==> config.mk <==
export PLATFORM = sky130hd
export DESIGN_NAME = burst_seg_scheduler
export DESIGN_NICKNAME = d
export VERILOG_FILES = /design/src/rtl/seg_sched_pkg.sv /design/src/rtl/seg_sched_ctrl.sv /design/src/rtl/seg_sched_dpath.sv /design/src/rtl/burst_seg_scheduler.sv
export SDC_FILE = /design/constraint.sdc
export NUM_CORES = 1
export LEC_CHECK = 0
export BUFFER_PORTS_ARGS = -buffer_cell sky130_fd_sc_hd__buf_2
export CAP_MARGIN = 20
export CORE_AREA = 2 2 156 158
export CTS_CLUSTER_SIZE = 10
export DETAILED_ROUTE_END_ITERATION = 7
export DIE_AREA = 0 0 158 160
export SLEW_MARGIN = 20
export SYNTH_ARGS = -nofsm -noshare
export SYNTH_HDL_FRONTEND = slang
export SYNTH_SLANG_ARGS = --single-unit
==> constraint.sdc <==
create_clock -name clk -period 3.02 [get_ports clk]
set_input_delay 0.151 -clock clk [delete_from_list [all_inputs] [get_ports clk]]
set_output_delay 0.151 -clock clk [all_outputs]
set_load 0.01 [all_outputs]
==> src/rtl/seg_sched_pkg.sv <==
package seg_sched_pkg;

  typedef enum logic [2:0] {
    SEG_IDLE   = 3'd0,
    SEG_SOP    = 3'd1,
    SEG_DAT    = 3'd2,
    SEG_EOP    = 3'd3,
    SEG_SOPEOP = 3'd4
  } seg_code_e;

  // Strobes from the control to the datapath for one output cycle
  typedef struct packed {
    logic      take;   // a segment moves this cycle
    logic      sel;    // source it is taken from
    seg_code_e code;   // code put on the bus
  } sched_ctl_t;

endpackage

==> src/rtl/seg_sched_ctrl.sv <==
module seg_sched_ctrl
  import seg_sched_pkg::*;
#(
  parameter int BURST_MAX_SEGS = 16,
  parameter int BURST_MIN_SEGS = 4,
  parameter bit INTERLEAVE     = 1'b1
) (
  input  logic       clk,
  input  logic       rst,
  input  logic [1:0] srcValid,
  input  logic [1:0] srcLast,
  input  logic       outReady,
  output sched_ctl_t ctl
);

  localparam int CNT_W = $clog2(BURST_MAX_SEGS + 1);
  localparam logic [CNT_W-1:0] MAX_C = CNT_W'(BURST_MAX_SEGS);
  localparam logic [CNT_W-1:0] MIN_C = CNT_W'(BURST_MIN_SEGS);

  logic             inBurst;
  logic             cur;
  logic             lastSrc;
  logic [CNT_W-1:0] burstCnt;
  logic [CNT_W-1:0] padLeft;
  logic [1:0]       started;

  logic             pick;
  logic             other;
  logic             take;
  logic             isLast;
  logic             first;
  logic [CNT_W-1:0] cnt;
  logic [CNT_W-1:0] cntNext;

  // Source choice, the segment code and the take strobe
  always_comb begin
    other = ~lastSrc;
    if (inBurst)
      pick = cur;
    else if (!INTERLEAVE && started[lastSrc])
      pick = lastSrc;
    else if (srcValid[other])
      pick = other;
    else
      pick = lastSrc;

    cnt     = inBurst ? burstCnt : '0;
    cntNext = cnt + 1'b1;
    take    = !rst && outReady && (padLeft == '0) && srcValid[pick];
    isLast  = srcLast[pick];
    first   = !started[pick];

    ctl.take = take;
    ctl.sel  = pick;
    ctl.code = SEG_IDLE;
    if (take) begin
      unique case ({first, isLast})
        2'b11:   ctl.code = SEG_SOPEOP;
        2'b10:   ctl.code = SEG_SOP;
        2'b01:   ctl.code = SEG_EOP;
        default: ctl.code = SEG_DAT;
      endcase
    end
  end

  always_ff @(posedge clk) begin
    if (rst) begin
      inBurst  <= 1'b0;
      cur      <= 1'b0;
      lastSrc  <= 1'b1;
      burstCnt <= '0;
      padLeft  <= '0;
      started  <= '0;
    end else begin
      if (outReady && padLeft != '0)
        padLeft <= padLeft - 1'b1;
      if (take) begin
        started[pick] <= !isLast;
        if (isLast) begin
          inBurst  <= 1'b0;
          lastSrc  <= pick;
          burstCnt <= '0;
          padLeft  <= (cntNext < MIN_C) ? (MIN_C - cntNext) : '0;
        end else if (cntNext == MAX_C) begin
          inBurst  <= 1'b0;
          lastSrc  <= pick;
          burstCnt <= '0;
        end else begin
          inBurst  <= 1'b1;
          cur      <= pick;
          burstCnt <= cntNext;
        end
      end
    end
  end

  // backpressure leaves the bus idle
  a_r6_idle_when_blocked: assert property (@(posedge clk) disable iff (rst)
    !outReady |-> ctl.code == SEG_IDLE);

  // an open burst never reaches the maximum length
  a_r2_burst_limit: assert property (@(posedge clk) disable iff (rst)
    inBurst |-> (burstCnt != '0) && (burstCnt < MAX_C));

  // nothing is taken while padding remains
  a_r5_pad_quiet: assert property (@(posedge clk) disable iff (rst)
    padLeft != '0 |-> !ctl.take);

  // a packet already under way never restarts with a start code
  a_r3_resume_dat: assert property (@(posedge clk) disable iff (rst)
    (ctl.take && started[ctl.sel]) |-> (ctl.code == SEG_DAT || ctl.code == SEG_EOP));

  // padding is loaded only after a short final burst
  a_r5_pad_after_eop: assert property (@(posedge clk) disable iff (rst)
    $rose(padLeft != '0) |-> $past(ctl.code == SEG_EOP || ctl.code == SEG_SOPEOP));

  generate
    if (!INTERLEAVE) begin : g_pkt_mode
      // at most one packet open at a time
      a_r4_single_open: assert property (@(posedge clk) disable iff (rst)
        $countones(started) <= 1);
    end
  endgenerate

endmodule

==> src/rtl/seg_sched_dpath.sv <==
module seg_sched_dpath
  import seg_sched_pkg::*;
#(
  parameter int SEG_W = 128
) (
  input  logic               clk,
  input  logic               rst,
  input  sched_ctl_t         ctl,
  input  logic [2*SEG_W-1:0] srcData,
  output logic [1:0]         srcReady,
  output logic [2:0]         outCode,
  output logic               outSrc,
  output logic [SEG_W-1:0]   outData
);

  always_comb begin
    outCode  = ctl.code;
    outSrc   = ctl.sel;
    outData  = ctl.take ? srcData[ctl.sel*SEG_W +: SEG_W] : '0;
    srcReady = ctl.take ? (2'b01 << ctl.sel) : 2'b00;
  end

  // at most one source is drained per cycle
  a_r8_ready_onehot: assert property (@(posedge clk) disable iff (rst)
    $onehot0(srcReady));

  // a drained segment always shows on the bus
  a_r8_ready_has_seg: assert property (@(posedge clk) disable iff (rst)
    (|srcReady) |-> outCode != SEG_IDLE);

endmodule

==> src/rtl/burst_seg_scheduler.sv <==
module burst_seg_scheduler
  import seg_sched_pkg::*;
#(
  parameter int SEG_W          = 128,
  parameter int BURST_MAX_SEGS = 16,
  parameter int BURST_MIN_SEGS = 4,
  parameter bit INTERLEAVE     = 1'b1
) (
  input  logic               clk,
  input  logic               rst,
  input  logic [1:0]         srcValid,
  input  logic [1:0]         srcLast,
  input  logic [2*SEG_W-1:0] srcData,
  output logic [1:0]         srcReady,
  input  logic               outReady,
  output logic [2:0]         outCode,
  output logic               outSrc,
  output logic [SEG_W-1:0]   outData
);

  sched_ctl_t ctl;

  seg_sched_ctrl #(
    .BURST_MAX_SEGS(BURST_MAX_SEGS),
    .BURST_MIN_SEGS(BURST_MIN_SEGS),
    .INTERLEAVE    (INTERLEAVE)
  ) u_ctrl (
    .clk     (clk),
    .rst     (rst),
    .srcValid(srcValid),
    .srcLast (srcLast),
    .outReady(outReady),
    .ctl     (ctl)
  );

  seg_sched_dpath #(
    .SEG_W(SEG_W)
  ) u_dpath (
    .clk     (clk),
    .rst     (rst),
    .ctl     (ctl),
    .srcData (srcData),
    .srcReady(srcReady),
    .outCode (outCode),
    .outSrc  (outSrc),
    .outData (outData)
  );

endmodule

=== After elaboration in Yosys (flattened, before gate mapping) ===
Index checks and enable logic that the tools add are counted.

* Flip-flop bits (word level): 15
* Bits of input ports: 263
* Output and inout port bits: 134
* Word-level logic and storage cells: 63

* $add $sub $neg: 3
* Order comparisons: 4
* Eq/ne operators: 4
* Shift-type cells: 2
* Muxes and demuxes: 28
* Bitwise operators: 3
* Reductions and logical operators: 13

{| class="wikitable"
|+ Operator list
! operator !! number
|-
| 256-bit by 9-bit indexed part select with 128-bit output || 1
|-
| 128-bit 2-to-1 mux || 1
|-
| 5-bit 2-to-1 mux || 7
|-
| 1-bit 2-to-1 mux || 15
|-
| 3-bit case mux with 3 select lines || 1
|-
| 5-bit by 1-bit adder with 5-bit output (second input constant) || 1
|-
| 5-bit equality test (second input constant) || 1
|-
| 1-bit logical AND || 5
|-
| 5-bit zero test || 1
|-
| 5-bit by 3-bit less-than comparator with 1-bit output (second input constant) || 1
|-
| 5-bit nonzero test || 1
|-
| 3-bit by 5-bit subtractor with 5-bit output (first input constant) || 1
|-
| 5-bit by 1-bit subtractor with 5-bit output (second input constant) || 1
|-
| 2-bit equality test (second input constant) || 2
|-
| 1-bit by 2-bit less-than comparator with 1-bit output (second input constant) || 2
|-
| 1-bit zero test || 3
|-
| 3-bit 2-to-1 mux || 1
|-
| 1-bit NOT || 3
|-
| 3-bit AND reduction || 1
|-
| 2-bit bitwise mux || 1
|-
| 2-bit by 1-bit equality test with 1-bit output (second input constant) || 1
|-
| 2-bit 2-to-1 mux || 1
|-
| 2-bit AND reduction || 1
|-
| 2-bit nonzero test || 1
|-
| other kinds (3) || 3
|}

=== Logic depth before layout (Yosys ltp) ===
* Word-level depth: 11
* Mapped depth: 10
* Gate-level depth less buffers: 8

=== By module ===
From an unflattened synthesis, not the netlist that was laid out.

* Cell total of the unflattened synthesis: 422
* Area, all modules: 3463.3 sq um

{| class="wikitable"
|+ Modules (own cells, without submodules)
! module !! times used !! cells an instance !! area each (sq um) !! seq. area each (sq um)
|-
| seg_sched_dpath || 1 || 291 || 2426.1 || 0.0
|-
| seg_sched_ctrl || 1 || 131 || 1037.2 || 300.3
|}

=== Worst setup path after synthesis ===
OpenSTA, ideal clock, no wires.

* Kind: reg2reg
* Start: reg u_ctrl.inBurst
* End: reg u_ctrl.cur
* Setup time: 0.091 ns
* Data arrival time: 1.985 ns
* Data required time: 2.929 ns
* Path slack: 0.944 ns
* Stages on the path, launching flop included: 11
* Path buffers: 2
* Period minus slack after synthesis: 2.076 ns
* Path through: dfxtp_1 -> clkbuf_8 -> nand2_1 -> inv_1 -> ha_1 -> buf_2 -> nand2_1 -> xor2_1 -> a2111oi_4 -> a21oi_1 -> a311oi_1

* Cells in the longest elaborated chain, start to end: 5
* Elaborated cells on any way between the ends: 12
* Those cells by class: add/sub: 1; eq/ne: 1; mux: 6; bitwise: 2; reduce/logical: 2

{| class="wikitable"
|+ Ends and longest elaborated chain
! what !! RTL line !! source
|-
| start: declaration || seg_sched_ctrl.sv:20 || <nowiki>logic inBurst;</nowiki>
|-
| start signal: assignment || seg_sched_ctrl.sv:68 || <nowiki>inBurst <= 1'b0;</nowiki>
|-
| start signal: assignment || seg_sched_ctrl.sv:80 || <nowiki>inBurst <= 1'b0;</nowiki>
|-
| start signal: assignment || seg_sched_ctrl.sv:85 || <nowiki>inBurst <= 1'b0;</nowiki>
|-
| 5-bit 2-to-1 mux or 1-bit 2-to-1 mux (tied branches) || seg_sched_ctrl.sv:47, seg_sched_ctrl.sv:38 ||
|-
| 5-bit by 1-bit adder with 5-bit output, or another cell as far along || seg_sched_ctrl.sv:48 || <nowiki>cntNext = cnt + 1'b1;</nowiki>
|-
| 5-bit equality test, or another cell as far along || seg_sched_ctrl.sv:84 || <nowiki>end else if (cntNext == MAX_C) begin</nowiki>
|-
| 1-bit NOT (no line) or 1-bit logical AND (tied branches) || - ||
|-
| 3-bit AND reduction (no line) || - ||
|-
| end signal: assignment || seg_sched_ctrl.sv:90 || <nowiki>cur <= pick;</nowiki>
|-
| end: declaration || seg_sched_ctrl.sv:21 || <nowiki>logic cur;</nowiki>
|}

Several ways; a longest one is shown, not always the timed one. The select of a mux whose other input is x is not followed.
A chain may end at the register's enable or synchronous reset.

=== Final worst setup path ===
* Start: reg u_ctrl.padLeft[0]
* End: out outData[124]

* Cells in the longest elaborated chain, start to end: 4

{| class="wikitable"
|+ Ends and longest elaborated chain
! what !! RTL line !! source
|-
| start: declaration || seg_sched_ctrl.sv:24 || <nowiki>logic [CNT_W-1:0] padLeft;</nowiki>
|-
| start signal: assignment || seg_sched_ctrl.sv:76 || <nowiki>padLeft <= padLeft - 1'b1;</nowiki>
|-
| start signal: assignment || seg_sched_ctrl.sv:83 || <nowiki>padLeft <= (cntNext < MIN_C) ? (MIN_C - cntNext) : '0;</nowiki>
|-
| 5-bit zero test || seg_sched_ctrl.sv:49 || <nowiki>take = !rst && outReady && (padLeft == '0) && srcValid[pick];</nowiki>
|-
| 1-bit logical AND (2 in a row) || seg_sched_ctrl.sv:49 ||
|-
| 128-bit 2-to-1 mux || seg_sched_dpath.sv:19 || <nowiki>outData = ctl.take ? srcData[ctl.sel*SEG_W +: SEG_W] : '0;</nowiki>
|-
| end: declaration || burst_seg_scheduler.sv:18 || <nowiki>output logic [SEG_W-1:0] outData</nowiki>
|}

No other way between the ends.

==> impl_metrics.toml <==
[outcome]
status = "finished, final reports clean"

[place]
place_congestion = 0.787
hpwl_microns = 13400
numPortBuffers = 396
placed_area_sq_um = 5120

[setup_path]
crit_type = "reg -> out"
r2r_slack_ns = 0.59
endpoint_kind = "output pin"
cpMaxStageDelayCell = "and2_1"
critical_path_required_ns = 2.87
cp.arrival_ns = 2.50
path_buf_inv = 3
rr_endpoint = "u_ctrl.cur"
r2r_cells = 8
critPathMaxFanout = 57
worstReg2RegStart = "u_ctrl.inBurst"
max_stage_delay_ns = 0.38
startpoint = "u_ctrl.padLeft[0]"
cp.depth = 8
path_delay_family = "simple AND/OR/NAND/NOR gates"
critPathLaunchType = "flip-flop"
cp_cell_sequence = "inv_1, ha_1, nor4b_2, and2_1, o211ai_4, buf_4, a21oi_1, buf_2"
crit_end = "outData[124]"

[floorplanning]
core_sq_um = 23800
die_h_microns = 160
initial_utilization_pct = 12.2
rows = 57
pin_count = 397
die_w_microns = 158
dieArea_sq_um = 25300

[finish]
ff_latch_area_sq_um = 300
nets = 1185
multi_input_area_sq_um = 2340
stdcell_area_sq_um = 5200
fill_cells = 2810
areaGrowthSynthToFinish_pct = 79.6
drive_gt1_share_pct = 45.5

[synth]
synth_cells = 560
synth_xor_area_share_pct = 2.12
yosysTopAreaCell = "nand2_1"
yosys.area_share.simple_pct = 43.6
yosysTopAreaCellShare_pct = 35.1
synth_compound_area_share_pct = 31.8
synth_fp_nets = 827
synthArstFlopShare_pct = 0
synthMuxAreaShare_pct = 1.43
synthTopCellsByArea = "nand2_1, a21oi_1, dfxtp_1"
synth.distinct_cells = 47
synth-adder-area-share_pct = 1.73
synthesis.area_per_instance_sq_um = 5.17
synth_warnings = 0
synth_top_family_by_area = "simple AND/OR/NAND/NOR gates"
synth-main-ff-cell = "dfxtp_1"
synth-seq-cells = 15
synth_edf_count = 0
mappedNetlistArea_sq_um = 2900
ys_seq_area_share_pct = 10.4

[clock_tree]
numCtsBuffers = 3
cts_resized = 0
cts_tree = "built"
root_buffer = "clkbuf_16"
h-tree-depth = 1
path_clk_slew_ns = 0.05
clkSinkCount = 15
clk_latency_ns = 0.25
cts_buffer_depth = 2
post_cts_buffers = 0
cts_hold_buf = 0

[timing]
fin_crit_sh_pct = 87.9
rsz0062_at_grt = "false"
setup_violations = 0
fmax_mhz = 377
relSlewSlack_pct = 48.5
hold_viol = 0
timing_worst_slew_pin_value_ns = 0.773
layout_min_cycle_time_ns = 2.65
skew_ns = 0.000872
slew_viol_final = 0
setup_tns_ns = 0

[global_route]
grt_pass1_wl_microns = 23200
grt_max_degree = 76
grt_pass1_vias = 4517
antenna_found_initial = 1
grt_usage_pct = 11.4
overflow = 0

[routing]
drt_iter0_markers = 280
drt_pass1_iterations = 4
ant_nets = 0
routed_wl_microns = 16400
drc = 0
vias = 5094
wl_per_cell_microns = 13.2
detail_route.vias_per_cell = 4.10

[pwr]
p_leak_uw = 0.00296
pwr-share-clk_pct = 13.3
power.density_nw_per_um2 = 377
total_power_uw = 1960
p_int_uw = 967
combPwrFrac_pct = 72.9
p_seq_share_pct = 13.8
switching_share_pct = 50.7
vdd_ir_drop_max_mv = 0.257
p_sw_uw = 995

[min_path]
worstHoldPathType = "in -> reg"
whs_path_depth = 2

[run]
drv_cap = 0
[routing by layer]
layer	GRT usage (%)	part of all wire (%)
met2	20.3	48
met1	14.8	43
met5	0	0
met3	1.36	8.9
met4	2.25	0.89
[cell type report]
class                           instances  share of cell area [%]
Tap cell                              324                    7.80
Timing Repair Buffer                  402                    39.2
Antenna cell                            1                  0.0481
Sequential cell                        15                    5.77
Clock buffer                            4                    1.52
Multi-Input combinational cell        487                    44.9
Inverter                                9                   0.698
[worst register-to-register path, delay by kind of cell (launching register included)]
family	cells	cell delay, ns
xor gates and xnor gates	1	0.22
buffers and inverters	1	0.09
adders and majority gates	1	0.30
and+or+nand+nor	2	0.26
DFF	1	0.57
AOI/OAI and AO/OA	3	0.91
[kinds of logic after synthesis]
logic type,after synthesis
flip-flops,15
XOR/XNOR,7
adder cells (fa/ha/maj),4
buffers and inverters,58
multiplexers,4
AND/OR/NAND/NOR,311
AO/OA/AOI/OAI,161
[cells in the mapped netlist (all sizes together) (3+ instances only)]
master / number
a21oi: 139
a31o: 5
and2: 6
and3: 4
buf: 26
clkbuf: 23
dfxtp: 15
ha: 4
inv: 9
mux2i: 3
nand2: 271
nand3: 7
nor2: 10
nor3: 3
xnor2: 4
xor2: 3
[registers in the layout, summed over array words and instances (netlist names)]
register / count
u_ctrl.padLeft: 5
u_ctrl.lastSrc: 1
u_ctrl.burstCnt: 5
u_ctrl.cur: 1
u_ctrl.inBurst: 1
u_ctrl.started: 2
[layout by cell type, fill, tap and decap left out, drive strengths merged, types with 4 or more instances in the layout]
master  count
buf       402
nand2     271
a21oi     139
dfxtp      15
nor2       10
inv         9
nand3       7
and2        6
a31o        5
xnor2       4
ha          4
and3        4
clkbuf      4
[how the worst min path moves through the flow]
stage                     from           endpoint  slack, ns
floorplan           srcLast[1]  u_ctrl.started[1]       0.25
global placement    srcLast[1]  u_ctrl.started[1]       0.40
detailed placement  srcLast[1]  u_ctrl.started[1]       0.41
CTS                 srcLast[1]  u_ctrl.started[1]       0.15
global route        srcLast[1]  u_ctrl.started[1]       0.19
finish              srcLast[1]  u_ctrl.started[1]       0.16
[power by group through the flow]
stage	Sequential [uW]	Combinational, uW	Clock (uW)
after floorplan	262	894	0
after global placement	273	1420	0
after detailed placement	273	1430	0
after CTS	270	1440	267
after global routing	275	1590	273
final	270	1430	261
[metrics by stage]
stage / utilization (%) / setup slack (ns) / hold slack [ns] / std cells
after floorplan: - / 0.944 / 0.247 / 560
after global placement: 21.5 / 0.706 / 0.397 / 1237
after detailed placement: 21.5 / 0.605 / 0.411 / 1237
after CTS: 21.8 / 0.400 / 0.150 / 1241
after global routing: 21.8 / 0.239 / 0.185 / 1242
final: 21.8 / 0.366 / 0.159 / 1242
No activity file was read; power rests on OpenSTA's default activity.
